<file path="config.mk">
export PLATFORM = sky130hd
export DESIGN_NAME = exc_state_regs
export DESIGN_NICKNAME = d
export VERILOG_FILES = /design/src/rtl/exc_pkg.sv /design/src/rtl/exc_status_stack.sv /design/src/rtl/exc_pending.sv /design/src/rtl/exc_state_regs.sv
export SDC_FILE = /design/constraint.sdc
export NUM_CORES = 1
export LEC_CHECK = 0
export ABC_CLOCK_PERIOD_IN_PS = 5500
export BUFFER_PORTS_ARGS = -buffer_cell sky130_fd_sc_hd__buf_4
export CAP_MARGIN = 5
export CORE_ASPECT_RATIO = 0.7
export CORE_MARGIN = 10
export CORE_UTILIZATION = 49
export DETAILED_ROUTE_END_ITERATION = 16
export GPL_TIMING_DRIVEN = 0
export PLACE_DENSITY = 0.87
export SLEW_MARGIN = 10
export SYNTH_ARGS = -nofsm -noshare
export SYNTH_HDL_FRONTEND = slang
export SYNTH_SLANG_ARGS = --single-unit
export TNS_END_PERCENT = 1
</file>
<file path="constraint.sdc">
create_clock -name clk_i -period 5.5 [get_ports clk_i]
set_input_delay 0.275 -clock clk_i [delete_from_list [all_inputs] [get_ports clk_i]]
set_output_delay 0.275 -clock clk_i [all_outputs]
set_load 0.005 [all_outputs]
</file>
<file path="src/rtl/exc_pkg.sv">
package exc_pkg;
  localparam int unsigned XLEN = 32;
  localparam int unsigned REG_AW = 5;
  localparam logic [REG_AW-1:0] REG_BADADDR = 5'd8;
  localparam logic [REG_AW-1:0] REG_STATUS  = 5'd12;
  localparam logic [REG_AW-1:0] REG_CAUSE   = 5'd13;
  localparam logic [REG_AW-1:0] REG_EPC     = 5'd14;
  localparam logic [XLEN-1:0]   HANDLER_PC  = 32'h8000_0080;
  localparam logic [3:0] CODE_INT      = 4'd0;
  localparam logic [3:0] CODE_ADDR_LD  = 4'd4;
  localparam logic [3:0] CODE_ADDR_ST  = 4'd5;
endpackage

</file>
<file path="src/rtl/exc_status_stack.sv">
module exc_status_stack #(
  parameter int unsigned PAIRS  = 3,
  parameter int unsigned MASK_W = 8
) (
  input  logic                 clk_i,
  input  logic                 rst_ni,
  input  logic                 push_i,
  input  logic                 pop_i,
  input  logic                 wr_i,
  input  logic [MASK_W-1:0]    wr_mask_i,
  input  logic [2*PAIRS-1:0]   wr_stack_i,
  output logic [MASK_W-1:0]    mask_o,
  output logic [2*PAIRS-1:0]   stack_o
);
  localparam int unsigned SW = 2 * PAIRS;

  logic [MASK_W-1:0] mask_q;
  logic [SW-1:0]     stack_q;

  always_ff @(posedge clk_i or negedge rst_ni) begin
    if (!rst_ni) begin
      mask_q  <= '0;
      stack_q <= '0;
    end else if (push_i) begin
      stack_q <= {stack_q[SW-3:0], 2'b00};
    end else if (pop_i) begin
      stack_q <= {stack_q[SW-1 -: 2], stack_q[SW-1:2]};
    end else if (wr_i) begin
      mask_q  <= wr_mask_i;
      stack_q <= wr_stack_i;
    end
  end

  assign mask_o  = mask_q;
  assign stack_o = stack_q;

  AST_PUSH_KERNEL: assert property (@(posedge clk_i) disable iff (!rst_ni)
    push_i |=> stack_o[1:0] == 2'b00 && stack_o[SW-1:2] == $past(stack_o[SW-3:0]));
  AST_PUSH_MASK_KEPT: assert property (@(posedge clk_i) disable iff (!rst_ni)
    push_i |=> $stable(mask_o));
  AST_POP_RESTORE: assert property (@(posedge clk_i) disable iff (!rst_ni)
    (pop_i && !push_i) |=> stack_o[SW-3:0] == $past(stack_o[SW-1:2])
                           && stack_o[SW-1 -: 2] == $past(stack_o[SW-1 -: 2]));
endmodule

</file>
<file path="src/rtl/exc_pending.sv">
module exc_pending #(
  parameter int unsigned NUM_HW = 5,
  parameter int unsigned NUM_SW = 3
) (
  input  logic                       clk_i,
  input  logic                       rst_ni,
  input  logic [NUM_HW-1:0]          hw_irq_i,
  input  logic                       wr_i,
  input  logic [NUM_HW+NUM_SW-1:0]   wdata_i,
  output logic [NUM_HW+NUM_SW-1:0]   pend_o
);
  localparam int unsigned IRQ_W = NUM_HW + NUM_SW;

  logic [IRQ_W-1:0] pend_q;

  for (genvar i = 0; i < NUM_HW; i++) begin : g_hw
    always_ff @(posedge clk_i or negedge rst_ni) begin
      if (!rst_ni)                    pend_q[i] <= 1'b0;
      else if (hw_irq_i[i])           pend_q[i] <= 1'b1;
      else if (wr_i && wdata_i[i])    pend_q[i] <= 1'b0; // write-one acknowledges
    end

    AST_PEND_STICKY: assert property (@(posedge clk_i) disable iff (!rst_ni)
      hw_irq_i[i] |=> pend_o[i]);
    AST_PEND_HOLD: assert property (@(posedge clk_i) disable iff (!rst_ni)
      (!hw_irq_i[i] && !wr_i) |=> pend_o[i] == $past(pend_o[i]));
  end

  for (genvar j = NUM_HW; j < IRQ_W; j++) begin : g_sw
    always_ff @(posedge clk_i or negedge rst_ni) begin
      if (!rst_ni)   pend_q[j] <= 1'b0;
      else if (wr_i) pend_q[j] <= wdata_i[j];
    end
  end

  assign pend_o = pend_q;
endmodule

</file>
<file path="src/rtl/exc_state_regs.sv">
module exc_state_regs
  import exc_pkg::*;
#(
  parameter int unsigned NUM_HW = 5,
  parameter int unsigned NUM_SW = 3,
  parameter int unsigned PAIRS  = 3
) (
  input  logic              clk_i,
  input  logic              rst_ni,
  input  logic [XLEN-1:0]   pc_i,
  input  logic              exc_req_i,
  input  logic [3:0]        exc_code_i,
  input  logic [XLEN-1:0]   fault_addr_i,
  input  logic [NUM_HW-1:0] hw_irq_i,
  input  logic              rfe_i,
  input  logic              sw_we_i,
  input  logic [REG_AW-1:0] sw_addr_i,
  input  logic [XLEN-1:0]   sw_wdata_i,
  output logic [XLEN-1:0]   sw_rdata_o,
  output logic              take_exc_o,
  output logic [XLEN-1:0]   handler_pc_o,
  output logic [XLEN-1:0]   epc_o,
  output logic [XLEN-1:0]   cause_o,
  output logic [XLEN-1:0]   status_o,
  output logic [XLEN-1:0]   badvaddr_o
);
  localparam int unsigned IRQ_W = NUM_HW + NUM_SW;
  localparam int unsigned SW    = 2 * PAIRS;
  localparam int unsigned IRQ_LO = 8;
  localparam int unsigned PAD_HI = XLEN - IRQ_LO - IRQ_W;
  localparam int unsigned PAD_ST = IRQ_LO - SW;

  logic [IRQ_W-1:0] mask, pend;
  logic [SW-1:0]    stack;
  logic             irq_hit, take, addr_err;
  logic [3:0]       code_q;
  logic [XLEN-1:0]  epc_q, bad_q;

  assign irq_hit  = stack[0] && |(pend & mask);
  assign take     = exc_req_i || irq_hit;
  assign addr_err = exc_req_i && (exc_code_i == CODE_ADDR_LD || exc_code_i == CODE_ADDR_ST);

  exc_status_stack #(.PAIRS(PAIRS), .MASK_W(IRQ_W)) u_status (
    .clk_i      (clk_i),
    .rst_ni     (rst_ni),
    .push_i     (take),
    .pop_i      (rfe_i),
    .wr_i       (sw_we_i && sw_addr_i == REG_STATUS),
    .wr_mask_i  (sw_wdata_i[IRQ_LO +: IRQ_W]),
    .wr_stack_i (sw_wdata_i[SW-1:0]),
    .mask_o     (mask),
    .stack_o    (stack)
  );

  exc_pending #(.NUM_HW(NUM_HW), .NUM_SW(NUM_SW)) u_pend (
    .clk_i    (clk_i),
    .rst_ni   (rst_ni),
    .hw_irq_i (hw_irq_i),
    .wr_i     (sw_we_i && !take && sw_addr_i == REG_CAUSE),
    .wdata_i  (sw_wdata_i[IRQ_LO +: IRQ_W]),
    .pend_o   (pend)
  );

  always_ff @(posedge clk_i or negedge rst_ni) begin
    if (!rst_ni) begin
      code_q <= '0;
      epc_q  <= '0;
      bad_q  <= '0;
    end else if (take) begin
      code_q <= exc_req_i ? exc_code_i : CODE_INT;
      epc_q  <= pc_i - XLEN'(4);
      if (addr_err) bad_q <= fault_addr_i;
    end else if (sw_we_i && sw_addr_i == REG_EPC) begin
      epc_q <= sw_wdata_i;
    end
  end

  assign status_o     = {{PAD_HI{1'b0}}, mask, {PAD_ST{1'b0}}, stack};
  assign cause_o      = {{PAD_HI{1'b0}}, pend, 2'b00, code_q, 2'b00};
  assign epc_o        = epc_q;
  assign badvaddr_o   = bad_q;
  assign take_exc_o   = take;
  assign handler_pc_o = HANDLER_PC;

  always_comb begin
    unique case (sw_addr_i)
      REG_BADADDR: sw_rdata_o = bad_q;
      REG_STATUS:  sw_rdata_o = status_o;
      REG_CAUSE:   sw_rdata_o = cause_o;
      REG_EPC:     sw_rdata_o = epc_q;
      default:     sw_rdata_o = '0;
    endcase
  end

  AST_EPC_FAULT: assert property (@(posedge clk_i) disable iff (!rst_ni)
    take_exc_o |=> epc_o == $past(pc_i) - 32'd4);
  AST_NO_IRQ_WHEN_OFF: assert property (@(posedge clk_i) disable iff (!rst_ni)
    (!exc_req_i && !status_o[0]) |-> !take_exc_o);
  AST_SYNC_WINS: assert property (@(posedge clk_i) disable iff (!rst_ni)
    exc_req_i |=> cause_o[5:2] == $past(exc_code_i));
  AST_BAD_HOLD: assert property (@(posedge clk_i) disable iff (!rst_ni)
    !addr_err |=> $stable(badvaddr_o));
  AST_EXC_OVER_EPC_WR: assert property (@(posedge clk_i) disable iff (!rst_ni)
    (take_exc_o && sw_we_i) |=> epc_o == $past(pc_i) - 32'd4);
endmodule

</file>
**After elaboration in Yosys (flattened, before gate mapping)**

Cells that the tools add are included.

- $add $sub $neg: 1
- Eq/ne operators: 7
- Multiplexer cells: 17
- Bitwise gates (word level): 3
- Reductions and logical operators: 26

Operator list:

| kind | number |
|---|---|
| one-hot mux 32 bit (4 select lines) | 1 |
| two-way mux 32 bit | 2 |
| subtractor 32 x 3 -> 32 bit, second input constant | 1 |
| equality test 5 x 4 -> 1 bit, second input constant | 4 |
| two-way mux 6 bit | 3 |
| nonzero test 2 bit | 7 |
| logical AND 1 bit | 11 |
| two-way mux 1 bit | 10 |
| bitwise AND 8 bit | 1 |
| equality test 4 x 3 -> 1 bit, second input constant | 2 |
| OR reduction 8 bit | 1 |
| two-way mux 4 bit | 1 |
| AND reduction 2 bit | 2 |
| AND reduction 3 bit | 1 |
| nonzero test 3 bit | 1 |
| logical OR 1 bit | 2 |
| != test 2 x 1 -> 1 bit, second input constant | 1 |
| NOT 1 bit | 2 |
| logical NOT 1 bit | 1 |

- Register bits: 90
- Input port bits: 115
- Output and inout port bits: 193
- Word-level logic and storage cells: 68

**Logic depth before layout (Yosys ltp)**

Gate-level depths: netlist of run 1.

- Depth after elaboration: 10
- Mapped depth: 8
- Depth with buffers taken out: 6

**Cells and area by module**

From an unflattened synthesis of run 1, not the netlist that was laid out.

- Cells, all modules: 537
- Area, all modules: 5,517.8 sq um

By module, submodules not included:

| module | times used | cells each | area an instance (sq um) | seq. area each (sq um) |
|---|---|---|---|---|
| exc_state_regs | 1 | 466 | 4,560.6 | 1,701.6 |
| exc_status_stack | 1 | 49 | 644.4 | 350.3 |
| exc_pending | 1 | 22 | 312.8 | 200.2 |

**Worst setup path after synthesis of run 1**

Ideal clock, no wire load.

- Path kind: input to register
- From: input port pc_i[2]
- To: register epc_q[28], in the netlist epc_o[28]
- Library setup time: 0.082 ns
- Arrival time: 1.893 ns
- Data required time: 5.418 ns
- Slack: 3.525 ns
- Stages on the path: 6
- Path buffers: 0
- Cells stage by stage: inv_1 -> ha_1 -> or4b_1 -> or4_1 -> or4_1 -> a31oi_1

- Word-level cells in the longest chain between the ends: 2

RTL lines:

| what | line | text |
|---|---|---|
| start, declared | exc_state_regs.sv:10 | `input logic [XLEN-1:0] pc_i,` |
| subtractor 32 x 3 -> 32 bit | exc_state_regs.sv:71 | `epc_q <= pc_i - XLEN'(4);` |
| two-way mux 32 bit | exc_state_regs.sv:69 | `end else if (take) begin` |
| end signal, assigned | exc_state_regs.sv:71 |  |
| end signal, assigned | exc_state_regs.sv:74 | `epc_q <= sw_wdata_i;` |
| end, declared | exc_state_regs.sv:37 | `logic [XLEN-1:0] epc_q, bad_q;` |

Every way passes these cells.
A chain may end at the register's enable or synchronous reset.

**Worst setup path in the final report of run 1**

- From: register u_status.mask_q[6], in the netlist u_status.mask_o[6]
- To: output port take_exc_o

- Word-level cells in the longest chain between the ends: 4

RTL lines:

| what | line | text |
|---|---|---|
| start, declared | exc_status_stack.sv:17 | `logic [MASK_W-1:0] mask_q;` |
| start signal, assigned | exc_status_stack.sv:29 | `mask_q <= wr_mask_i;` |
| bitwise AND 8 bit | exc_state_regs.sv:39 | `assign irq_hit = stack[0] && \|(pend & mask);` |
| OR reduction 8 bit | exc_state_regs.sv:39 |  |
| logical AND 1 bit | exc_state_regs.sv:39 |  |
| logical OR 1 bit | exc_state_regs.sv:40 | `assign take = exc_req_i \|\| irq_hit;` |
| end, declared | exc_state_regs.sv:20 | `output logic take_exc_o,` |

Every way passes these cells.

==> summary.log, run 1 <==
qor: run_status.outcome complete, no violations
qor: grt.grt_pass1_wl 33900 um
qor: synth.synth_area 5545 um^2
qor: cells_and_area.final_cell_mix buf_4 (306), dfrtp_1 (90), conb_1 (70)
qor: power.total_leakage_power 3.878 nW
qor: timing.tightest_slew 1.121 ns
qor: clock_tree.postCtsSetupRepairBufs 0
qor: cells_and_area.antennaDiodeCount 0
qor: drt.aggregate_routed_wire_length 23070 um
qor: clock_tree.holdBufCountCts 0
qor: die.standard_cell_row_count 32
qor: synth.synth_area_leader_cell dfrtp_1
qor: timing.final_hold_viol_count 0
qor: drt.detailroute.via_count 5793
qor: synth.postSynthCellCount 553
qor: placement.io_buffers 236
qor: worst_setup_path.crit_path_max_fanout 10
qor: timing.fmaxAchievable 318.4 MHz
qor: grt.grt_antenna_before_repair 0
qor: placement.gpl.final_weighted_congestion 0.9483
qor: timing.final.setup.worst_slack 2.359 ns
qor: clock_tree.cts_repair_resize_count 0
qor: worst_setup_path.slowest_delay 0.78 ns
qor: drt.detail_route.vias_per_cell 5.646
qor: worst_setup_path.path_class reg2out
qor: worst_setup_path.startpoint u_status.mask_o[6]$_DFFE_PN0P_
qor: die.design.die.area 16040 um^2
qor: die.floorplan.initialDensity 50.18%
qor: drt.ant_nets 0
qor: drt.drt_first_iter_violations 446
qor: grt.grt_remaining_overflow 0
qor: cells_and_area.layout.cells.most_common buf_4
qor: synth.yosysWarningCount 0
qor: synth.postSynth.asyncResetShare 100.0%
qor: worst_setup_path.critical_path.cell_chain a22oi_1, a41oi_1, nor2_2, inv_1, clkbuf_1, buf_4
qor: placement.post-dp-hpwl 18320 um
qor: synth.synth_seq_cells 90
qor: power.vdd.ir_drop.worst 0.1785 mV
qor: worst_setup_path.critical_path.startpoint_type register
qor: clock_tree.clock_tree.buffer_depth 2
qor: synth.post-synth-top-area-fraction 40.61%
qor: grt.gr-usage-all-layers 26.79%
qor: cells_and_area.syn_to_final_growth 45.24%
qor: drt.detail_route.drc_violations 0
qor: grt.grt_pass1_vias 5824
qor: cells_and_area.share_of_post_route_cells_with_drive_strength_above_1 42.73%
qor: synth.synth_seq_area_share 40.61%
qor: clock_tree.cts.clk_slew.worst_paths 0.07 ns
qor: min_path.hold_class in2async
qor: timing.finalHoldWorstSlack 0.002893 ns
qor: timing.layout_min_cycle_time 3.141 ns
qor: die.pin_count 308
qor: die.y_dimension_of_the_die 109.0 um
qor: timing.setup_tns 0 ns
qor: clock_tree.clock-root-buffer clkbuf_16
qor: clock_tree.cts_made_buffers 9
qor: timing.final.setup_skew 0.008293 ns
qor: drt.wire_per_inst 22.48 um
qor: synth.syn_area_per_cell 10.03 um^2
qor: synth.synth_area_leaders dfrtp_1 (41%), buf_4 (9.6%), mux2_2 (8.7%)
qor: grt.maximum_number_of_pins_on_one_net_before_global_route_repair 91
qor: placement.dp_cells 1010
qor: clock_tree.worst_skew_pair.late_latency 0.35 ns
qor: clock_tree.tritoncts done
qor: timing.setup_viol 0
qor: worst_setup_path.worst_r2r_startpoint u_status.mask_o[6]$_DFFE_PN0P_
qor: clock_tree.clock_sinks 90
qor: timing.rsz0062_at_grt no
qor: cells_and_area.finalNetCount 984
qor: worst_setup_path.endpoint_kind output port
qor: drt.detailedRoute.firstPassIterationCount 5
qor: synth.synth_edf_count 0
qor: synth.yosysUniqueCellTypes 45
qor: timing.period_share 57.10%
qor: die.fp.coreArea 11050 um^2
qor: power.post-layout-total-power 1.989 mW
qor: timing.relSlewSlack 24.21%
qor: worst_setup_path.cp_data_arrival_time 2.87 ns
qor: power.power_density 247.0 nW/um^2
qor: timing.slew_viol_final 0
qor: run.drv_cap 0
qor: worst_setup_path.cpMaxStageDelayCell a41oi_1
qor: synth.synthFlopType dfrtp_1
qor: cells_and_area.final_cell_count_no_fill 1026
qor: clock_tree.h-tree-depth 3
qor: placement.detailedPlace.worstSlack 2.802 ns
qor: die.die_x 147.2 um
qor: worst_setup_path.cp_data_required_time 5.22 ns
## synthesized netlist by cell type (all sizes together) (3+ instances only)
master	n
dfrtp	90
buf	74
mux2	43
mux2i	33
clkbuf	29
inv	29
a22oi	28
nor3	25
a22o	21
a31oi	21
nand2	19
nor2	18
a2111oi	16
o21ai	16
o31ai	14
or4	14
xor2	9
or3	7
nor4	6
nand4b	5
nand3	4
a211oi	3
nand2b	3
nand4	3
## final timing paths
check,end,slack [ns],depth (start not counted)
worst max-delay path,take_exc_o,2.36,6
worst min-delay path,badvaddr_o[2]$_DFFE_PN0P_,0.003,1
worst max register to register,epc_o[19]$_DFFE_PN0P_,2.73,6
worst min register to register,badvaddr_o[7]$_DFFE_PN0P_,0.54,1
max in group asynchronous,epc_o[7]$_DFFE_PN0P_,4.90,1
min in group clk_i,u_pend.pend_o[4]$_DFFE_PN0P_,0.12,2
## state kept, by name, summed over array words and instances, names as in the netlist
| register | cells |
|---|---|
| u_pend.pend_o | 8 |
| u_status.stack_o | 6 |
| u_status.mask_o | 8 |
| epc_o | 32 |
| badvaddr_o | 32 |
| code_q | 4 |
## routing by layer
metal  up-vias  track usage (%)  wire, um
met1      2776            31.66      8662
met4         0            9.309       720
met2       399            44.45     10910
li1       2558                -         -
met3        60            10.02      2774
met5         -                0         0
## worst max-delay path: cells and delay by family (launching register included)
family	cells	cell delay, ns
simple gates	1	0.23
compound gates	2	0.95
flops	1	0.43
buf+inv	3	0.90
## through the flow
stage	util, %	area, um^2
2_1_floorplan	-	5801
3_3_place_gp	70.26	7764
3_5_place_dp	70.26	7764
4_1_cts	72.85	8050
5_1_grt	72.88	8054
6_report	72.88	8054
## layout make-up
cell class | count | area, um^2
Inverter | 29 | 108.9
Buffer | 103 | 656.9
Fill cell | 826 | 2997
Clock buffer | 10 | 229.0
Sequential cell | 90 | 2252
Multi-Input combinational cell | 399 | 2783
Tap cell | 153 | 191.4
Clock inverter | 6 | 57.56
Timing Repair Buffer | 236 | 1775
## cell families (layout without fill, tap and decap cells)
family | count (synthesis) | after routing | share of synthesized area, %
AO/OA/AOI/OAI | 127 | 127 | 17.04
other | 2 | 70 | 0.1354
AND/OR/NAND/NOR | 114 | 114 | 11.76
buffers and inverters | 132 | 384 | 13.81
flip-flops | 90 | 90 | 40.61
XOR/XNOR | 11 | 11 | 1.738
adder cells (fa/ha/maj) | 1 | 1 | 0.2256
multiplexers | 76 | 76 | 14.69
## where the power goes
part | internal, mW | leakage (nW) | switching (mW)
logic | 0.298 | 2.67 | 0.223
registers | 0.757 | 1.07 | 0.0947
clock network | 0.349 | 0.142 | 0.267
Power figures use the tool's default switching activity.
==> inputs of run 2 (changes only) <==
ABC_CLOCK_PERIOD_IN_PS = 3050   (was 5500)
CORE_UTILIZATION = 45   (was 49)
PLACE_DENSITY = 0.81   (was 0.87)
clock period = 3.05 ns   (was 5.5 ns; I/O delays follow)
==> run 2 against run 1 <==
Largest cell class unchanged. Clock power increased by 75%. Via count shrank 1.5%. Largest power group unchanged. Critical path depth stayed put. Cell area rose by 0.42%. Setup slack got worse by 2.3 ns. Utilization fell by 4.9 points. Highest routed layer unchanged. Total power up 79%.
==> summary.log, run 2 (synthesis results as in run 1) <==
qor: drt.drt_first_iter_violations 436
qor: power.total_leakage_power 3.889 nW
qor: timing.relSlewSlack 29.86%
qor: drt.ant_nets 0
qor: timing.setup_tns 0 ns
qor: clock_tree.clock-root-buffer clkbuf_16
qor: placement.gpl.final_weighted_congestion 0.9196
qor: power.internal-power 2.528 mW
qor: die.fp.coreArea 11890 um^2
qor: clock_tree.cts.clk_slew.worst_paths 0.06 ns
qor: cells_and_area.final_cell_mix buf_4 (306), dfrtp_1 (90), conb_1 (70)
qor: drt.wire_per_inst 22.39 um
qor: clock_tree.clock_tree.buffer_depth 2
qor: worst_setup_path.cp_data_arrival_time 2.79 ns
qor: placement.io_buffers 236
qor: clock_tree.worst_skew_pair.late_latency 0.34 ns
qor: power.power.switching_fraction 29.13%
qor: worst_setup_path.critical_path.startpoint_type register
qor: run.drv_cap 0
qor: grt.grt_pass1_wl 34980 um
qor: timing.final_hold_viol_count 0
qor: grt.gr-usage-all-layers 25.17%
qor: die.y_dimension_of_the_die 112.9 um
qor: cells_and_area.final_area 8088 um^2
qor: drt.detail_route.vias_per_cell 5.533
qor: die.design.die.area 17230 um^2
qor: timing.final.setup_skew 0.01058 ns
qor: clock_tree.postCtsSetupRepairBufs 0
qor: power.power_density 441.0 nW/um^2
qor: grt.grt_pass1_vias 6076
qor: grt.grt_antenna_before_repair 0
qor: drt.detailroute.via_count 5705
qor: drt.aggregate_routed_wire_length 23090 um
qor: worst_setup_path.r2r_cells 6
qor: die.floorplan.initialDensity 46.63%
qor: placement.placement.cell_area 7769 um^2
qor: grt.maximum_number_of_pins_on_one_net_before_global_route_repair 91
qor: die.pin_count 308
qor: power.share_comb_of_total_power 26.5%
qor: power.clock_power_share 30.4%
qor: cells_and_area.finalNetCount 987
qor: cells_and_area.share_of_post_route_cells_with_drive_strength_above_1 42.56%
qor: clock_tree.h-tree-depth 3
qor: die.standard_cell_row_count 33
qor: min_path.hold_class in2reg
qor: timing.setup_viol 0
qor: timing.layout_min_cycle_time 2.944 ns
qor: die.die_x 152.7 um
qor: worst_setup_path.endpoint_kind output port
qor: placement.post-dp-hpwl 18380 um
qor: cells_and_area.antennaDiodeCount 0
qor: worst_setup_path.cp_data_required_time 2.90 ns
qor: timing.slew_viol_final 0
qor: timing.period_share 96.54%
qor: timing.fmaxAchievable 339.6 MHz
qor: power.sequentialPowerShare 43.1%
qor: clock_tree.cts_made_buffers 9
qor: min_path.whs_path_depth 2
qor: cells_and_area.fillerInstances 920
qor: clock_tree.tritoncts done
qor: drt.detail_route.drc_violations 0
qor: power.vdd.ir_drop.worst 0.3106 mV
qor: grt.grt_remaining_overflow 0
qor: cells_and_area.syn_to_final_growth 45.85%
qor: run_status.outcome complete, no violations
qor: drt.detailedRoute.firstPassIterationCount 7
qor: worst_setup_path.path_class reg2out
qor: worst_setup_path.crit_path_max_fanout 10
qor: timing.tightest_slew 1.038 ns
qor: timing.rsz0062_at_grt no
qor: cells_and_area.layout.cells.most_common buf_4
qor: clock_tree.clock_sinks 90
qor: power.net-switching-power 1.039 mW
[run 2: layout make-up]
| class | count | area [um^2] | share of cell area [%] |
|---|---|---|---|
| Multi-Input combinational cell | 399 | 2794 | 34.55 |
| Clock buffer | 10 | 229.0 | 2.831 |
| Timing Repair Buffer | 239 | 1805 | 22.32 |
| Tap cell | 157 | 196.4 | 2.429 |
| Clock inverter | 4 | 45.04 | 0.5569 |
| Buffer | 103 | 656.9 | 8.122 |
| Inverter | 29 | 108.9 | 1.346 |
| Sequential cell | 90 | 2252 | 27.85 |
[run 2: worst paths after layout]
check                                              from                           end  slack [ns]
setup / recovery           u_pend.pend_o[6]$_DFFE_PN0N_                    take_exc_o        0.11
hold / removal                            sw_wdata_i[8]  u_pend.pend_o[0]$_DFFE_PN0P_        0.01
setup reg to reg           u_pend.pend_o[6]$_DFFE_PN0N_         epc_o[20]$_DFFE_PN0P_        0.22
hold reg to reg                   code_q[0]$_DFFE_PN0N_         code_q[0]$_DFFE_PN0N_        0.54
max in group asynchronous                        rst_ni    badvaddr_o[28]$_DFFE_PN0P_        1.95
min in group asynchronous                        rst_ni    badvaddr_o[16]$_DFFE_PN0P_        0.46
[run 2: what timing repair did]
action	CTS	global route
resized for setup	0	1
endpoints found under the hold margin	2	90
setup endpoints to repair	0	1
hold buffers	2	1
[run 2: layer usage]
layer  part of all wire, %  global-route usage (%)
met1                    40                   30.37
met3                   9.8                   8.437
met4                   1.9                   6.971
met5                     0                       0
met2                    48                   42.24
[run 2: metrics by stage]
stage	power [mW]	utilization (%)	setup WS, ns	std cells	hold WS, ns
global route	3.721	68.01	0.02301	1031	0.003754
global placement	2.449	65.33	0.3470	1014	0.3515
floorplan	1.881	-	1.121	621	-0.1431
detailed placement	2.484	65.33	0.3443	1014	0.3586
finish	3.567	68.01	0.1056	1031	0.01181
CTS	3.557	67.80	0.1324	1030	0.001514
[run 2: worst max-delay path: stages (launching register included)]
cell	delay [ns]
dfrtp_1	0.40
a22oi_1	0.16
a41oi_1	0.89
nor2_4	0.15
inv_1	0.27
clkbuf_1	0.38
buf_4	0.19
[run 2: power groups by stage]
stage / Sequential, mW / Combinational [mW] / Clock (mW)
2_1_floorplan: 1.52 / 0.361 / 0
3_3_place_gp: 1.54 / 0.910 / 0
3_5_place_dp: 1.55 / 0.933 / 0
4_1_cts: 1.53 / 0.938 / 1.09
5_1_grt: 1.56 / 1.02 / 1.14
6_report: 1.54 / 0.946 / 1.08
